$ cat config.mk
export PLATFORM = sky130hd
export DESIGN_NAME = aer_regfile
export DESIGN_NICKNAME = d
export VERILOG_FILES = /design/src/rtl/aer_pkg.sv /design/src/rtl/aer_src_bank.sv /design/src/rtl/aer_fe_capture.sv /design/src/rtl/aer_msg_gen.sv /design/src/rtl/aer_cfg_port.sv /design/src/rtl/aer_regfile.sv
export SDC_FILE = /design/constraint.sdc
export NUM_CORES = 1
export LEC_CHECK = 0
export BUFFER_PORTS_ARGS = -buffer_cell sky130_fd_sc_hd__buf_4
export CORE_ASPECT_RATIO = 2
export CORE_MARGIN = 3
export CORE_UTILIZATION = 43
export CTS_CLUSTER_SIZE = 14
export DETAILED_ROUTE_END_ITERATION = 12
export MAX_ROUTING_LAYER = met4
export SETUP_SLACK_MARGIN = 0.3
export SLEW_MARGIN = 5
export SYNTH_ARGS = -nofsm -noshare
export SYNTH_HDL_FRONTEND = slang
export SYNTH_HIERARCHICAL = 1
export SYNTH_SLANG_ARGS = --single-unit
$ cat constraint.sdc
create_clock -name clk -period 2.4 [get_ports clk]
set_input_delay 0.48 -clock clk [delete_from_list [all_inputs] [get_ports clk]]
set_output_delay 0.48 -clock clk [all_outputs]
set_load 0.02 [all_outputs]
$ cat src/rtl/aer_pkg.sv
package aer_pkg;

    localparam int unsigned DWORD_W   = 32;
    localparam int unsigned HDR_W     = 128;
    localparam int unsigned LOG_WORDS = HDR_W / DWORD_W;
    localparam int unsigned NUM_WORDS = 7 + LOG_WORDS;

    localparam logic [15:0] CAP_ID   = 16'h0001;
    localparam logic [3:0]  CAP_VER  = 4'h1;
    localparam logic [11:0] NEXT_OFS = 12'h140;

    // dword address of the capability base (byte 0x100)
    localparam logic [9:0] BASE_DW = 10'h040;

    typedef enum logic [3:0] {
        W_HDR    = 4'd0,
        W_UESTAT = 4'd1,
        W_UEMASK = 4'd2,
        W_UESEV  = 4'd3,
        W_CESTAT = 4'd4,
        W_CEMASK = 4'd5,
        W_FEPTR  = 4'd6,
        W_LOG0   = 4'd7
    } word_e;

    localparam logic [9:0] UESTAT_DW = BASE_DW + 10'd1;

    typedef enum logic {
        FE_ARMED = 1'b0,
        FE_HELD  = 1'b1
    } fe_state_e;

    typedef enum logic {
        ACC_IDLE = 1'b0,
        ACC_RESP = 1'b1
    } acc_state_e;

endpackage

$ cat src/rtl/aer_src_bank.sv
module aer_src_bank #(
    parameter int unsigned W        = 16,
    parameter logic [31:0] MASK_RST = 32'h0
) (
    input  logic         clk,
    input  logic         rst_n,
    input  logic [W-1:0] evt,
    input  logic [W-1:0] wdata,
    input  logic         wr_stat,
    input  logic         wr_mask,
    output logic [W-1:0] stat_q,
    output logic [W-1:0] mask_q
);

    logic [W-1:0] clr;

    always_comb begin
        clr = wr_stat ? wdata : '0;
    end

    // set has priority over a same-cycle clear
    always_ff @(posedge clk or negedge rst_n) begin
        if (!rst_n) begin
            stat_q <= '0;
        end else begin
            stat_q <= (stat_q & ~clr) | evt;
        end
    end

    always_ff @(posedge clk or negedge rst_n) begin
        if (!rst_n) begin
            mask_q <= MASK_RST[W-1:0];
        end else if (wr_mask) begin
            mask_q <= wdata;
        end
    end

endmodule

$ cat src/rtl/aer_fe_capture.sv
module aer_fe_capture
    import aer_pkg::*;
#(
    parameter int unsigned UE_W  = 32,
    localparam int unsigned PTR_W = $clog2(UE_W)
) (
    input  logic              clk,
    input  logic              rst_n,
    input  logic [UE_W-1:0]   ue_evt,
    input  logic [UE_W-1:0]   ue_clr,
    input  logic [HDR_W-1:0]  hdr_in,
    output logic              held,
    output logic [PTR_W-1:0]  ptr_q,
    output logic [HDR_W-1:0]  log_q
);

    fe_state_e        fe_q, fe_d;
    logic             any_evt;
    logic             rearm;
    logic             capture;
    logic [PTR_W-1:0] first_idx;

    always_comb begin
        first_idx = '0;
        for (int i = int'(UE_W) - 1; i >= 0; i--) begin
            if (ue_evt[i]) begin
                first_idx = PTR_W'(i);
            end
        end
    end

    always_comb begin
        any_evt = |ue_evt;
        rearm   = ue_clr[ptr_q] && !ue_evt[ptr_q];
    end

    always_comb begin
        fe_d = fe_q;
        unique case (fe_q)
            FE_ARMED: if (any_evt) fe_d = FE_HELD;
            FE_HELD:  if (rearm)   fe_d = FE_ARMED;
            default:               fe_d = FE_ARMED;
        endcase
    end

    always_ff @(posedge clk or negedge rst_n) begin
        if (!rst_n) begin
            fe_q <= FE_ARMED;
        end else begin
            fe_q <= fe_d;
        end
    end

    always_comb begin
        capture = 1'b0;
        held    = 1'b0;
        unique case (fe_q)
            FE_ARMED: capture = any_evt;
            FE_HELD:  held    = 1'b1;
            default:  capture = 1'b0;
        endcase
    end

    always_ff @(posedge clk or negedge rst_n) begin
        if (!rst_n) begin
            ptr_q <= '0;
            log_q <= '0;
        end else if (capture) begin
            ptr_q <= first_idx;
            log_q <= hdr_in;
        end
    end

endmodule

$ cat src/rtl/aer_msg_gen.sv
module aer_msg_gen #(
    parameter int unsigned UE_W = 32,
    parameter int unsigned CE_W = 16
) (
    input  logic            clk,
    input  logic            rst_n,
    input  logic [UE_W-1:0] ue_evt,
    input  logic [CE_W-1:0] ce_evt,
    input  logic [UE_W-1:0] ue_mask,
    input  logic [UE_W-1:0] ue_sev,
    input  logic [CE_W-1:0] ce_mask,
    output logic            msg_cor,
    output logic            msg_nonfatal,
    output logic            msg_fatal
);

    logic [UE_W-1:0] ue_live;
    logic [CE_W-1:0] ce_live;

    always_comb begin
        ue_live = ue_evt & ~ue_mask;
        ce_live = ce_evt & ~ce_mask;
    end

    always_ff @(posedge clk or negedge rst_n) begin
        if (!rst_n) begin
            msg_cor      <= 1'b0;
            msg_nonfatal <= 1'b0;
            msg_fatal    <= 1'b0;
        end else begin
            msg_cor      <= |ce_live;
            msg_nonfatal <= |(ue_live & ~ue_sev);
            msg_fatal    <= |(ue_live & ue_sev);
        end
    end

endmodule

$ cat src/rtl/aer_cfg_port.sv
module aer_cfg_port
    import aer_pkg::*;
#(
    parameter int unsigned ADDR_W = 10
) (
    input  logic                                clk,
    input  logic                                rst_n,
    input  logic                                cfg_rd,
    input  logic                                cfg_wr,
    input  logic [ADDR_W-1:0]                   cfg_addr,
    input  logic [NUM_WORDS-1:0][DWORD_W-1:0]   rd_words,
    output logic [NUM_WORDS-1:0]                wr_strobe,
    output logic [DWORD_W-1:0]                  cfg_rdata,
    output logic                                cfg_rvalid
);

    localparam logic [ADDR_W-5:0] BLK_TAG = (ADDR_W-4)'(BASE_DW >> 4);

    logic               hit;
    logic [3:0]         idx;
    logic [DWORD_W-1:0] rd_mux;
    acc_state_e         acc_q, acc_d;

    always_comb begin
        idx = cfg_addr[3:0];
        hit = (cfg_addr[ADDR_W-1:4] == BLK_TAG) && (idx < 4'(NUM_WORDS));
    end

    for (genvar g = 0; g < NUM_WORDS; g++) begin : g_strobe
        assign wr_strobe[g] = cfg_wr && hit && (idx == 4'(g));
    end

    always_comb begin
        rd_mux = '0;
        for (int i = 0; i < int'(NUM_WORDS); i++) begin
            if (hit && idx == 4'(i)) begin
                rd_mux = rd_words[i];
            end
        end
    end

    always_comb begin
        acc_d = acc_q;
        unique case (acc_q)
            ACC_IDLE: if (cfg_rd)  acc_d = ACC_RESP;
            ACC_RESP: if (!cfg_rd) acc_d = ACC_IDLE;
            default:               acc_d = ACC_IDLE;
        endcase
    end

    always_ff @(posedge clk or negedge rst_n) begin
        if (!rst_n) begin
            acc_q <= ACC_IDLE;
        end else begin
            acc_q <= acc_d;
        end
    end

    always_ff @(posedge clk or negedge rst_n) begin
        if (!rst_n) begin
            cfg_rdata <= '0;
        end else if (cfg_rd) begin
            cfg_rdata <= rd_mux;
        end
    end

    always_comb begin
        cfg_rvalid = 1'b0;
        unique case (acc_q)
            ACC_IDLE: cfg_rvalid = 1'b0;
            ACC_RESP: cfg_rvalid = 1'b1;
            default:  cfg_rvalid = 1'b0;
        endcase
    end

endmodule

$ cat src/rtl/aer_regfile.sv
module aer_regfile
    import aer_pkg::*;
#(
    parameter int unsigned UE_W        = 32,
    parameter int unsigned CE_W        = 16,
    parameter int unsigned ADDR_W      = 10,
    parameter logic [31:0] UE_SEV_RST  = 32'h0006_2030,
    parameter logic [31:0] UE_MASK_RST = 32'h0,
    parameter logic [31:0] CE_MASK_RST = 32'h0
) (
    input  logic                clk,
    input  logic                rst_n,
    input  logic [UE_W-1:0]     ue_evt,
    input  logic [CE_W-1:0]     ce_evt,
    input  logic [HDR_W-1:0]    hdr_in,
    input  logic                cfg_rd,
    input  logic                cfg_wr,
    input  logic [ADDR_W-1:0]   cfg_addr,
    input  logic [DWORD_W-1:0]  cfg_wdata,
    output logic [DWORD_W-1:0]  cfg_rdata,
    output logic                cfg_rvalid,
    output logic                msg_cor,
    output logic                msg_nonfatal,
    output logic                msg_fatal
);

    localparam int unsigned PTR_W = $clog2(UE_W);

    logic [NUM_WORDS-1:0]              wr_strobe;
    logic [NUM_WORDS-1:0][DWORD_W-1:0] rd_words;
    logic [UE_W-1:0]                   ue_stat_q, ue_mask_q, ue_sev_q, ue_clr;
    logic [CE_W-1:0]                   ce_stat_q, ce_mask_q;
    logic                              fe_held;
    logic [PTR_W-1:0]                  fe_ptr;
    logic [HDR_W-1:0]                  hdr_log;

    aer_cfg_port #(.ADDR_W(ADDR_W)) u_port (
        .clk        (clk),
        .rst_n      (rst_n),
        .cfg_rd     (cfg_rd),
        .cfg_wr     (cfg_wr),
        .cfg_addr   (cfg_addr),
        .rd_words   (rd_words),
        .wr_strobe  (wr_strobe),
        .cfg_rdata  (cfg_rdata),
        .cfg_rvalid (cfg_rvalid)
    );

    aer_src_bank #(.W(UE_W), .MASK_RST(UE_MASK_RST)) u_ue_bank (
        .clk     (clk),
        .rst_n   (rst_n),
        .evt     (ue_evt),
        .wdata   (cfg_wdata[UE_W-1:0]),
        .wr_stat (wr_strobe[W_UESTAT]),
        .wr_mask (wr_strobe[W_UEMASK]),
        .stat_q  (ue_stat_q),
        .mask_q  (ue_mask_q)
    );

    aer_src_bank #(.W(CE_W), .MASK_RST(CE_MASK_RST)) u_ce_bank (
        .clk     (clk),
        .rst_n   (rst_n),
        .evt     (ce_evt),
        .wdata   (cfg_wdata[CE_W-1:0]),
        .wr_stat (wr_strobe[W_CESTAT]),
        .wr_mask (wr_strobe[W_CEMASK]),
        .stat_q  (ce_stat_q),
        .mask_q  (ce_mask_q)
    );

    always_ff @(posedge clk or negedge rst_n) begin
        if (!rst_n) begin
            ue_sev_q <= UE_SEV_RST[UE_W-1:0];
        end else if (wr_strobe[W_UESEV]) begin
            ue_sev_q <= cfg_wdata[UE_W-1:0];
        end
    end

    always_comb begin
        ue_clr = wr_strobe[W_UESTAT] ? cfg_wdata[UE_W-1:0] : '0;
    end

    aer_fe_capture #(.UE_W(UE_W)) u_fe (
        .clk    (clk),
        .rst_n  (rst_n),
        .ue_evt (ue_evt),
        .ue_clr (ue_clr),
        .hdr_in (hdr_in),
        .held   (fe_held),
        .ptr_q  (fe_ptr),
        .log_q  (hdr_log)
    );

    aer_msg_gen #(.UE_W(UE_W), .CE_W(CE_W)) u_msg (
        .clk          (clk),
        .rst_n        (rst_n),
        .ue_evt       (ue_evt),
        .ce_evt       (ce_evt),
        .ue_mask      (ue_mask_q),
        .ue_sev       (ue_sev_q),
        .ce_mask      (ce_mask_q),
        .msg_cor      (msg_cor),
        .msg_nonfatal (msg_nonfatal),
        .msg_fatal    (msg_fatal)
    );

    always_comb begin
        rd_words                       = '0;
        rd_words[W_HDR]                = {NEXT_OFS, CAP_VER, CAP_ID};
        rd_words[W_UESTAT][UE_W-1:0]   = ue_stat_q;
        rd_words[W_UEMASK][UE_W-1:0]   = ue_mask_q;
        rd_words[W_UESEV][UE_W-1:0]    = ue_sev_q;
        rd_words[W_CESTAT][CE_W-1:0]   = ce_stat_q;
        rd_words[W_CEMASK][CE_W-1:0]   = ce_mask_q;
        rd_words[W_FEPTR][PTR_W-1:0]   = fe_ptr;
        for (int k = 0; k < int'(LOG_WORDS); k++) begin
            rd_words[int'(W_LOG0) + k] = hdr_log[k*DWORD_W +: DWORD_W];
        end
    end

endmodule

==> impl_metrics.ini <==
[layout]
nets = 2219
layout-drive-gt1-share_pct = 33.4
antenna_cells = 0
area_delta_synth_final_pct = 28.7
regArea_mm2 = 0.00746
multi_input_area_mm2 = 0.00891
final_cell_mix = buf_4 (410), dfrtp_1 (293), nand2_1 (104)
fillCellCount = 3433
final_common_cell = buf_4
stdcell_area_mm2 = 0.0217
finalNonFillerCells = 2531

[floorplanning]
die_x_um = 146
die_y_um = 286
start_util_pct = 44.0
io_pins = 258
num_rows = 101
core_area_mm2 = 0.0383
die_area_mm2 = 0.0417

[timing]
min_period_ns = 2.19
rsz0062_at_grt = yes
finalSetupViolCount = 0
max_freq_ghz = 0.457
tightest_slew_ns = 0.902
finalCritPeriodShare_pct = 91.2
slew_viol_final = 0
fin_skew_ns = 0.0126
finalHoldViolations = 0
slew_headroom_pct = 39.8

[setup_path]
cp.arrival_ns = 2.61
reg2regPathDepth = 5
startpoint_type = input pin
cp.required_ns = 2.82
reg2reg_slack_ns = 0.39
crit_fanout = 5
endpoint_kind = register
critical_path_class = in2reg

[placement]
portBuffers = 257
placed_cells = 2474
placement.cell_area_mm2 = 0.0206
place.gp.congestion = 0.939
dp_hpwl_um = 49900

[clock_network]
htreeDepth = 1
clk_latency_ns = 0.57
cts_num_sinks = 298
clk_pin_slew_ns = 0.07
cts_tree = done
cts_root_buffer = clkbuf_16
cts_buffer_depth = 3
cts_inserted_buffers = 28

[drt]
wl_per_cell_um = 25.3
vias_per_cell = 5.70
postRouteAntennaNets = 0
drtIter0Drc = 939
wl_um = 64100
drtPass1Iterations = 5
via_count = 14400
drc_errors = 0

[outcome]
outcome = finished clean

[grt]
grt_max_degree = 58
grtUsageTotal_pct = 30.7
grt_pass1_wl_um = 94400
grt-ovfl-total = 0
grt_pass1_vias = 15100
antenna_found_initial = 0

[pwr]
power_density_mw_per_mm2 = 748
vdd_drop_max_mv = 0.675
leakage_nw = 9.49

[job]
max-cap-violations = 0

[yosys]
syn-instance-count = 1551
syn_area_mm2 = 0.0168
synth_area_per_cell_um2 = 10.9
yosys_warnings = 6

[worst_hold_path]
whs_path_depth = 2
min_path_type = in2reg
path summary, 6_finish.rpt:
path	from	endpoint
setup / recovery	cfg_addr[5]	u_fe/fe_q
hold / removal	ce_evt[11]	u_ce_bank/stat_q[11]
setup reg to reg	u_fe/ptr_q[0]	u_fe/fe_q
hold reg to reg	u_ue_bank/stat_q[5]	u_ue_bank/stat_q[5]
max in group asynchronous	rst_n	ue_sev_q[5]
min in group asynchronous	rst_n	u_fe/log_q[28]
flip-flops by register name, summed over array words and instances, names as in the netlist:
| register | flops |
|---|---|
| u_fe/log_q | 128 |
| u_port/cfg_rdata | 32 |
| u_ue_bank/mask_q | 32 |
| u_ue_bank/stat_q | 32 |
| ue_sev_q | 32 |
| u_ce_bank/mask_q | 16 |
| u_ce_bank/stat_q | 16 |
| u_fe/ptr_q | 5 |
| u_fe/fe_q | 1 |
| u_msg/msg_cor | 1 |
| u_msg/msg_fatal | 1 |
| u_msg/msg_nonfatal | 1 |
| u_port/acc_q | 1 |
through the flow:
| step | hold WS, ns | power [W] | util (%) | setup TNS (ns) | setup slack [ns] |
|---|---|---|---|---|---|
| 4_1_cts | 0.0762 | 0.0163 | 56.6 | 0 | 0.285 |
| 5_1_grt | 0.0941 | 0.0169 | 56.6 | 0 | 0.101 |
| 2_1_floorplan | 0.184 | 0.00970 | - | -0.183 | -0.183 |
| 3_5_place_dp | 0.452 | 0.0116 | 53.8 | -11.69 | -0.403 |
| 3_3_place_gp | 0.450 | 0.0115 | 53.8 | -10.85 | -0.363 |
| 6_report | 0.0963 | 0.0162 | 56.6 | 0 | 0.212 |
layer usage:
metal | GRT usage (%) | wire, µm | up-vias
met2 | 55.6 | 34200 | 566
met5 | - | 0 | -
met1 | 32.2 | 22800 | 7140
met3 | 3.49 | 2890 | 167
met4 | 17.5 | 4270 | 0
li1 | - | - | 6566
repair_timing:
| action | 4_1_cts | 5_1_grt |
|---|---|---|
| pin swaps | 9 | 0 |
| hold buffers | 1 | 0 |
| gates resized for setup | 7 | 1 |
| cloned | 2 | 0 |
| endpoints found under the hold margin | 46 | 0 |
| setup endpoints to repair | 1 | 1 |
| setup buffers | 5 | 0 |
worst max-delay path: stages:
cell and delay, ns:
buf_6 0.09, nor4_4 0.33, nand2_2 0.14, nor2_4 0.11, nand3_2 0.09, nor2_4 0.15, buf_12 0.13, buf_16 0.10
and2_4 0.12, nand2_1 0.05, o211ai_1 0.20, o2bb2ai_1 0.11, o41ai_1 0.36, o211ai_1 0.13
final cells by class:
| class | count | share of cell area [%] |
|---|---|---|
| clock buffers | 42 | 3.85 |
| clock inverters | 7 | 0.451 |
| inverters | 31 | 0.537 |
| multi-input cells | 1202 | 41.2 |
| flip-flops and latches | 298 | 34.5 |
| well taps | 515 | 2.98 |
| repair buffers | 436 | 16.6 |
power by group:
part / internal, W / switching (W) / leakage [nW] / total, W
registers: 0.00624 / 0.000847 / 3.54 / 0.00708
clock network: 0.00261 / 0.00202 / 0.449 / 0.00464
logic: 0.00242 / 0.00206 / 5.50 / 0.00449
total: 0.0113 / 0.00494 / 9.49 / 0.0162
Power figures use the tool's default switching activity.
